### src/rtl/mm_wdog_pkg.sv
package mm_wdog_pkg;

  typedef enum logic [1:0] {
    WD_OFF = 2'b00,
    WD_WIN = 2'b01,
    WD_TMO = 2'b10
  } wd_mode_e;

  localparam logic [2:0] PCODE_HOME = 3'b100;

  // ticks in one watchdog period for a given code
  function automatic int unsigned period_ticks(input int unsigned base, input logic [2:0] code);
    return base << code;
  endfunction

  // encoding 2'b11 is not a mode: store it as Off
  function automatic wd_mode_e norm_mode(input logic [1:0] m);
    case (m)
      2'b01:   return WD_WIN;
      2'b10:   return WD_TMO;
      default: return WD_OFF;
    endcase
  endfunction

endpackage

### src/rtl/wdg_cfg.sv
module wdg_cfg
  import mm_wdog_pkg::*;
(
  input  logic       clk,
  input  logic       rst_n,
  input  logic       cfg_we,
  input  logic [1:0] cfg_mode,
  input  logic [2:0] cfg_period,
  input  logic       off_pin,
  input  logic       irq_pending,
  input  logic       sys_rst_evt,
  output wd_mode_e   mode_q,
  output logic [2:0] period_q,
  output logic       cfg_change,
  output logic       auto_wake
);

  wd_mode_e wr_mode;

  always_comb begin
    wr_mode    = norm_mode(cfg_mode);
    cfg_change = cfg_we && ((wr_mode != mode_q) || (cfg_period != period_q));
    auto_wake  = (mode_q == WD_OFF) && !off_pin && irq_pending;
  end

  // priority: reset request, then a changing write, then automatic wake
  always_ff @(posedge clk or negedge rst_n) begin
    if (!rst_n) begin
      mode_q   <= WD_OFF;
      period_q <= PCODE_HOME;
    end else if (sys_rst_evt) begin
      period_q <= PCODE_HOME;
    end else if (cfg_change) begin
      mode_q   <= wr_mode;
      period_q <= cfg_period;
    end else if (auto_wake) begin
      mode_q   <= WD_TMO;
    end
  end

  a_r11_period_home: assert property (@(posedge clk) disable iff (!rst_n)
    sys_rst_evt |=> (period_q == PCODE_HOME));

  a_r10_wake_to_timeout: assert property (@(posedge clk) disable iff (!rst_n)
    (auto_wake && !sys_rst_evt && !cfg_change) |=> (mode_q == WD_TMO));

  a_r12_write_applied: assert property (@(posedge clk) disable iff (!rst_n)
    (cfg_change && !sys_rst_evt) |=> (period_q == $past(cfg_period)));

endmodule

### src/rtl/wdg_counter.sv
module wdg_counter #(
  parameter int CW = 10
) (
  input  logic          clk,
  input  logic          rst_n,
  input  logic          clear,
  input  logic          tick,
  input  logic [CW-1:0] limit,
  output logic [CW-1:0] cnt_q,
  output logic          at_last
);

  always_comb at_last = (cnt_q == limit - CW'(1));

  always_ff @(posedge clk or negedge rst_n) begin
    if (!rst_n)       cnt_q <= '0;
    else if (clear)   cnt_q <= '0;
    else if (tick)    cnt_q <= at_last ? '0 : cnt_q + CW'(1);
  end

  a_r2_cnt_below_limit: assert property (@(posedge clk) disable iff (!rst_n)
    cnt_q < limit);

  a_r8_clear_zero: assert property (@(posedge clk) disable iff (!rst_n)
    clear |=> (cnt_q == '0));

endmodule

### src/rtl/wdg_judge.sv
module wdg_judge
  import mm_wdog_pkg::*;
#(
  parameter int CW = 10
) (
  input  logic          clk,
  input  logic          rst_n,
  input  wd_mode_e      eff_mode,
  input  logic          trig,
  input  logic          tick,
  input  logic          irq_pending,
  input  logic [CW-1:0] cnt,
  input  logic [CW-1:0] half,
  input  logic          at_last,
  output logic          rst_evt,
  output logic          rst_req,
  output logic          ci_set
);

  logic early_trig;
  logic overflow;
  logic ci_evt;

  always_comb begin
    early_trig = (eff_mode == WD_WIN) && trig && (cnt < half);
    overflow   = (eff_mode != WD_OFF) && tick && at_last && !trig;
    rst_evt    = early_trig || (overflow && ((eff_mode == WD_WIN) || irq_pending));
    ci_evt     = overflow && (eff_mode == WD_TMO) && !irq_pending;
  end

  always_ff @(posedge clk or negedge rst_n) begin
    if (!rst_n) begin
      rst_req <= 1'b0;
      ci_set  <= 1'b0;
    end else begin
      rst_req <= rst_evt;
      ci_set  <= ci_evt;
    end
  end

  a_r13_pulses_exclusive: assert property (@(posedge clk) disable iff (!rst_n)
    !(rst_req && ci_set));

  a_r3_early_reset: assert property (@(posedge clk) disable iff (!rst_n)
    ((eff_mode == WD_WIN) && trig && (cnt < half)) |=> rst_req);

  a_r7_pending_escalates: assert property (@(posedge clk) disable iff (!rst_n)
    (overflow && (eff_mode == WD_TMO) && irq_pending) |=> (rst_req && !ci_set));

  a_r9_off_quiet: assert property (@(posedge clk) disable iff (!rst_n)
    (eff_mode == WD_OFF) |=> (!rst_req && !ci_set));

endmodule

### src/rtl/mm_watchdog.sv
module mm_watchdog
  import mm_wdog_pkg::*;
#(
  parameter int BASE_TICKS = 4
) (
  input  logic       clk,
  input  logic       rst_n,
  input  logic       tick,
  input  logic       trig,
  input  logic       cfg_we,
  input  logic [1:0] cfg_mode,
  input  logic [2:0] cfg_period,
  input  logic       off_pin,
  input  logic       irq_pending,
  output logic       rst_req,
  output logic       ci_set,
  output logic       wd_active
);

  localparam int MAX_TICKS = BASE_TICKS << 7;
  localparam int CW        = $clog2(MAX_TICKS + 1);

  wd_mode_e      mode_q;
  wd_mode_e      eff_mode;
  logic [2:0]    period_q;
  logic          cfg_change;
  logic          auto_wake;
  logic          rst_evt;
  logic          cnt_clear;
  logic [CW-1:0] limit;
  logic [CW-1:0] half;
  logic [CW-1:0] cnt;
  logic          at_last;

  always_comb begin
    eff_mode  = off_pin ? WD_OFF : mode_q;
    wd_active = (eff_mode != WD_OFF);
    limit     = CW'(period_ticks(BASE_TICKS, period_q));
    half      = limit >> 1;
    cnt_clear = rst_evt || cfg_change || auto_wake || (eff_mode == WD_OFF) || trig;
  end

  wdg_cfg u_cfg (
    .clk         (clk),
    .rst_n       (rst_n),
    .cfg_we      (cfg_we),
    .cfg_mode    (cfg_mode),
    .cfg_period  (cfg_period),
    .off_pin     (off_pin),
    .irq_pending (irq_pending),
    .sys_rst_evt (rst_evt),
    .mode_q      (mode_q),
    .period_q    (period_q),
    .cfg_change  (cfg_change),
    .auto_wake   (auto_wake)
  );

  wdg_counter #(.CW(CW)) u_cnt (
    .clk     (clk),
    .rst_n   (rst_n),
    .clear   (cnt_clear),
    .tick    (tick),
    .limit   (limit),
    .cnt_q   (cnt),
    .at_last (at_last)
  );

  wdg_judge #(.CW(CW)) u_judge (
    .clk         (clk),
    .rst_n       (rst_n),
    .eff_mode    (eff_mode),
    .trig        (trig),
    .tick        (tick),
    .irq_pending (irq_pending),
    .cnt         (cnt),
    .half        (half),
    .at_last     (at_last),
    .rst_evt     (rst_evt),
    .rst_req     (rst_req),
    .ci_set      (ci_set)
  );

  a_r9_inactive_when_off: assert property (@(posedge clk) disable iff (!rst_n)
    off_pin |-> !wd_active);

endmodule

### config.mk
export PLATFORM = sky130hd
export DESIGN_NAME = mm_watchdog
export DESIGN_NICKNAME = d
export VERILOG_FILES = /design/src/rtl/mm_wdog_pkg.sv /design/src/rtl/wdg_cfg.sv /design/src/rtl/wdg_counter.sv /design/src/rtl/wdg_judge.sv /design/src/rtl/mm_watchdog.sv
export SDC_FILE = /design/constraint.sdc
export NUM_CORES = 1
export LEC_CHECK = 0
export BUFFER_PORTS_ARGS = -buffer_cell sky130_fd_sc_hd__buf_4
export CORE_UTILIZATION = 58
export DETAILED_ROUTE_END_ITERATION = 8
export GPL_TIMING_DRIVEN = 0
export PLACE_DENSITY = 0.79
export RECOVER_POWER = 25
export SETUP_SLACK_MARGIN = 0.02
export SLEW_MARGIN = 10
export SYNTH_ARGS = -nofsm -noshare
export SYNTH_HDL_FRONTEND = slang
export SYNTH_SLANG_ARGS = --single-unit
### constraint.sdc
create_clock -name clk -period 3.6 [get_ports clk]
set_input_delay 0.54 -clock clk [delete_from_list [all_inputs] [get_ports clk]]
set_output_delay 0.54 -clock clk [all_outputs]
set_load 0.02 [all_outputs]
-- After elaboration in Yosys (flattened, before gate mapping)
Index checks and enable logic that the tools add are counted.
- add/subtract/negate cells: 2
- order comparisons: 1
- equal/unequal tests: 7
- shifts and indexed selects: 1
- muxes and demuxes: 9
- bitwise logic cells: 1
- reduce and logical (&&, ||, !) cells: 28
- operator list (cell ; number):
    10-bit 2-to-1 mux ; 3
    1-bit logical AND ; 11
    10-bit by 1-bit adder with 10-bit output, second input constant ; 1
    10-bit == test ; 1
    10-bit by 9-bit < comparator with 1-bit output ; 1
    3-bit by 3-bit << shifter with 10-bit output, first input constant ; 1
    10-bit by 1-bit subtractor with 10-bit output, second input constant ; 1
    2-bit nonzero test ; 4
    1-bit logical OR ; 7
    2-bit 2-to-1 mux ; 3
    3-bit 2-to-1 mux ; 2
    2-bit by 1-bit == test with 1-bit output, second input constant ; 2
    2-bit == test, second input constant ; 2
    2-bit logical NOT ; 2
    2-bit case mux with 2 select lines ; 1
    1-bit logical NOT ; 3
    3-bit != test ; 1
    2-bit != test ; 1
    2-bit AND reduction ; 1
    1-bit inverter ; 1
- register bits: 17
- logic and storage cells: 54

-- Longest topological paths before layout
- depth after elaboration: 12
- gate-level depth with buffers: 10

-- By module
From an unflattened synthesis, not the netlist that was laid out.
- cells, all modules: 183
- area total of the unflattened synthesis: 1680.4 µm²
- by module, submodules not included (module ; instances ; cells an instance ; area an instance (µm²) ; sequential area each (µm²)):
    wdg_counter ; 1 ; 101 ; 943.4 ; 250.2
    wdg_cfg ; 1 ; 30 ; 319.1 ; 126.4
    wdg_judge ; 1 ; 37 ; 319.1 ; 50.0
    mm_watchdog ; 1 ; 15 ; 98.8 ; 0.0

-- Worst setup path before layout
No wires, ideal clock.
- kind: register -> register
- from: reg u_cfg.period_q[2]
- to: reg u_cfg.mode_q[0]
- setup time: 128 ps
- arrival time: 2491 ps
- path slack: 982 ps
- stages on the path, launching flop included: 11
- buffers on the path: 2
- cell sequence: dfstp_2 -> buf_4 -> buf_2 -> or3b_2 -> ha_1 -> xnor2_1 -> a31oi_1 -> nor3_2 -> o211ai_4 -> o211ai_2 -> mux2_1
- word-level cells in the longest chain between the ends: 9
- elaborated cells on any way between the ends: 16
- RTL lines (what ; line ; text):
    start: declaration ; wdg_cfg.sv:13 ; output logic [2:0] period_q,
    start signal: assignment ; wdg_cfg.sv:35 ; period_q <= cfg_period;
    3-bit by 3-bit << shifter with 10-bit output ; mm_wdog_pkg.sv:13 ; return base << code;
    10-bit by 1-bit subtractor with 10-bit output ; wdg_counter.sv:13 ; always_comb at_last = (cnt_q == limit - CW'(1));
    10-bit == test ; wdg_counter.sv:13 ;
    1-bit logical AND (2 in series) ; wdg_judge.sv:26 ; overflow = (eff_mode != WD_OFF) && tick && at_last && !trig;
    1-bit logical AND ; wdg_judge.sv:27 ; rst_evt = early_trig || (overflow && ((eff_mode == WD_WIN) || irq_pending));
    1-bit logical OR ; wdg_judge.sv:27 ;
    1-bit inverter (no source line) ; n/a ;
    2-bit AND reduction (no source line) ; n/a ;
    end signal: assignment ; wdg_cfg.sv:34 ; mode_q <= wr_mode;
    end: declaration ; wdg_cfg.sv:12 ; output wd_mode_e mode_q,
Several ways; a longest one is shown, not always the timed one.
A chain may end at the register's enable or synchronous reset.

-- Worst setup path in the final report
- from: reg u_cfg.period_q[1]
- to: reg u_cfg.mode_q[0]
Same word-level chain as after synthesis.

==> results.yml <==
cts:
  root_buffer: "clkbuf_4"
  clk_pin_slew_ns: 0.10
  cts_resized: 0
  numCtsBuffers: 3
  htreeDepth: 1
  post_cts_buffers: 0
  clk_latency_ns: 0.28
  hold_buffers: 0
  cts_tree: "done"
  cts_sinks: 17
  clockBufferDepth: 2
worst_setup_path:
  critPathCaptureType: "flop"
  critical_path.reg2reg.startpoint: "u_cfg.period_q[1]"
  path_cells: "buf_4, buf_2, or3b_2, ha_1, xnor2_1, a31oi_1, nor3_2, o211ai_4, o211ai_2, mux2_1"
  max_stage_delay_ns: 0.48
  start_kind: "flop"
  critical_path_arrival_ns: 3.02
  worst-path-stages: 10
  crit_buf_inv: 2
  reg2reg_setup_slack_ns: 0.76
  critPathKind: "flop to flop"
  critPathTopFamily: "simple AND/OR/NAND/NOR gates"
  reg2reg_to: "u_cfg.mode_q[0]"
  crit_required_ns: 3.78
  cp_max_fo: 10
  reg2reg_depth: 10
  slowest_stage: "or3b_2"
floorplan:
  die_x_microns: 52.2
  ioPinCount: 15
  die_h_microns: 52.2
  rows: 17
  fp.coreArea_sq_um: 2300
  die_area_sq_um: 2720
  start_util: 0.636
routing:
  vias: 1221
  wl_per_cell_microns: 14.6
  drtIter0Drc: 37
  remaining_drc_errors: 0
  totalWireLength_microns: 2960
  first_pass_iters: 4
  ant_nets: 0
  vias_per_cell: 6.01
hold_path:
  hold_class: "input pin to asynchronous set/reset pin"
sta:
  max_freq_mhz: 352
  drv_slew: 0
  rsz0062_at_grt: "no"
  setup_viol: 0
  worstMarginPinSlew_ns: 0.922
  fin_crit_sh: 0.789
  whs_ns: 0.355
  fin_setup_tns_ns: 0
  period_minus_slack_ns: 2.84
  fin_skew_ns: 0.0117
  hold_viol: 0
  slew_headroom: 0.386
yosys:
  synth_nets: 178
  ys_seq_area_frac: 0.292
  avgSynthCellArea_sq_um: 9.31
  async_flop_share: 1.00
  synthCells: 157
  yosysWarnings: 0
  ys_seq_elements: 17
  ys_types: 53
  synth_top_flop_cell: "dfrtp_1"
  syn_area_sq_um: 1460
  synth-edff-count: 0
layout:
  area_delta_synth_final_pct: 11.1
  nNetsFinal: 197
  regArea_sq_um: 427
  multi_input_area_sq_um: 958
  drive_above_1_share: 0.234
  layout_commonest_cell: "nor2_1"
  final_cell_count_no_fill: 203
  final_cell_area_sq_um: 1620
  diodes: 0
  layout_common_cells: "21 x nor2_1, 16 x dfrtp_1, 15 x buf_4, 11 x nand2_1"
  fin_util: 0.707
  fillers: 184
power_and_ir_drop:
  irDropWorstVdd_v: 0.000231
  leakagePower_nw: 0.670
  power_density_nw_per_um2: 294
grt:
  grt_usage: 0.248
  grt_antenna_before_repair: 0
  grt_overflow: 0
  grt_pass1_vias: 1203
  grt_pass1_wl_microns: 4990
  grt_max_degree: 18
job:
  max-cap-violations: 0
placement:
  gp_congestion: 0.905
  placedCellCount: 199
  portBuffers: 14
  dp_hpwl_microns: 2370
  placedInstanceArea_sq_um: 1600
run_status:
  status: "finished, final reports clean"
-- metal layers --
layer  track usage  vias to the layer above  part of all wire
met4        0.0921                        0             0.012
met1         0.322                      582              0.48
met3        0.0348                        4             0.030
met5             0                        -                 0
li1              -                      610                 -
met2         0.417                       25              0.48
-- power breakdown --
part	total, W	internal (W)	leakage (nW)	switching (W)
clock network	0.0000987	0.0000430	0.0150	0.0000558
logic	0.000170	0.0000740	0.429	0.0000964
registers	0.000209	0.000200	0.226	0.00000839
-- flip-flops by register name, indices dropped and copies added (netlist names) --
name	cells
u_judge.ci_set	1
u_cnt.cnt_q	10
u_cfg.mode_q	2
u_cfg.period_q	3
u_judge.rst_req	1
-- worst register-to-register path: stages (launching register included) --
cell and delay, ns:
dfrtp_1 0.38, buf_4 0.16, buf_2 0.18, or3b_2 0.48, ha_1 0.24, xnor2_1 0.25
a31oi_1 0.08, nor3_2 0.24, o211ai_4 0.19, o211ai_2 0.20, mux2_1 0.34
-- cells in the mapped netlist (2+ instances only) --
master	n	area, sq um
nor2_1	21	78.8
nor3_1	3	15.0
nand3_1	4	20.0
a31oi_1	3	18.8
xnor2_1	5	43.8
mux2i_1	2	20.0
nor4_1	2	12.5
a21oi_1	5	25.0
xor2_1	9	78.8
o21ai_0	3	15.0
or2_2	2	12.5
buf_4	2	15.0
o211ai_2	2	25.0
nor2b_1	3	18.8
nand2_1	11	41.3
nand3b_1	6	45.0
buf_2	4	20.0
nand4_1	5	31.3
inv_1	6	22.5
dfrtp_1	16	400
a211oi_1	2	15.0
o21ai_1	2	10.0
ha_1	9	113
-- kinds of logic (layout without fill, tap and decap cells) --
logic type / count (synthesis) / count (layout) / share of synthesized area
AOI/OAI and AO/OA: 31 / 31 / 0.218
buffers and inverters: 15 / 33 / 0.0522
xor gates and xnor gates: 14 / 14 / 0.0839
adders and majority gates: 9 / 9 / 0.0771
muxes: 3 / 3 / 0.0214
DFF: 17 / 17 / 0.292
and+or+nand+nor: 68 / 68 / 0.255
-- final cells by class --
class                   count  share of cell area
flip-flops and latches     17               0.263
well taps                  28              0.0216
plain buffers               8              0.0308
repair buffers             14              0.0624
clock buffers               4              0.0162
inverters                   7              0.0162
multi-input cells         125               0.590
-- stage by stage --
step / setup slack, ns / total power, W
final: 0.760 / 0.000478
after global routing: 0.644 / 0.000507
after CTS: 0.765 / 0.000482
after detailed placement: 0.807 / 0.000382
after global placement: 0.824 / 0.000375
after floorplan: 0.982 / 0.000338
-- worst max path at each step --
stage,startpoint,end,slack [ns]
2_1_floorplan,u_cfg.period_q[2],u_cfg.mode_q[0],0.98
3_3_place_gp,u_cfg.period_q[2],u_cfg.mode_q[0],0.82
3_5_place_dp,u_cfg.period_q[1],u_cfg.mode_q[0],0.81
4_1_cts,u_cfg.period_q[1],u_cfg.mode_q[0],0.76
5_1_grt,u_cfg.period_q[1],u_cfg.mode_q[0],0.64
6_report,u_cfg.period_q[1],u_cfg.mode_q[0],0.76
Power figures use the tool's default switching activity.
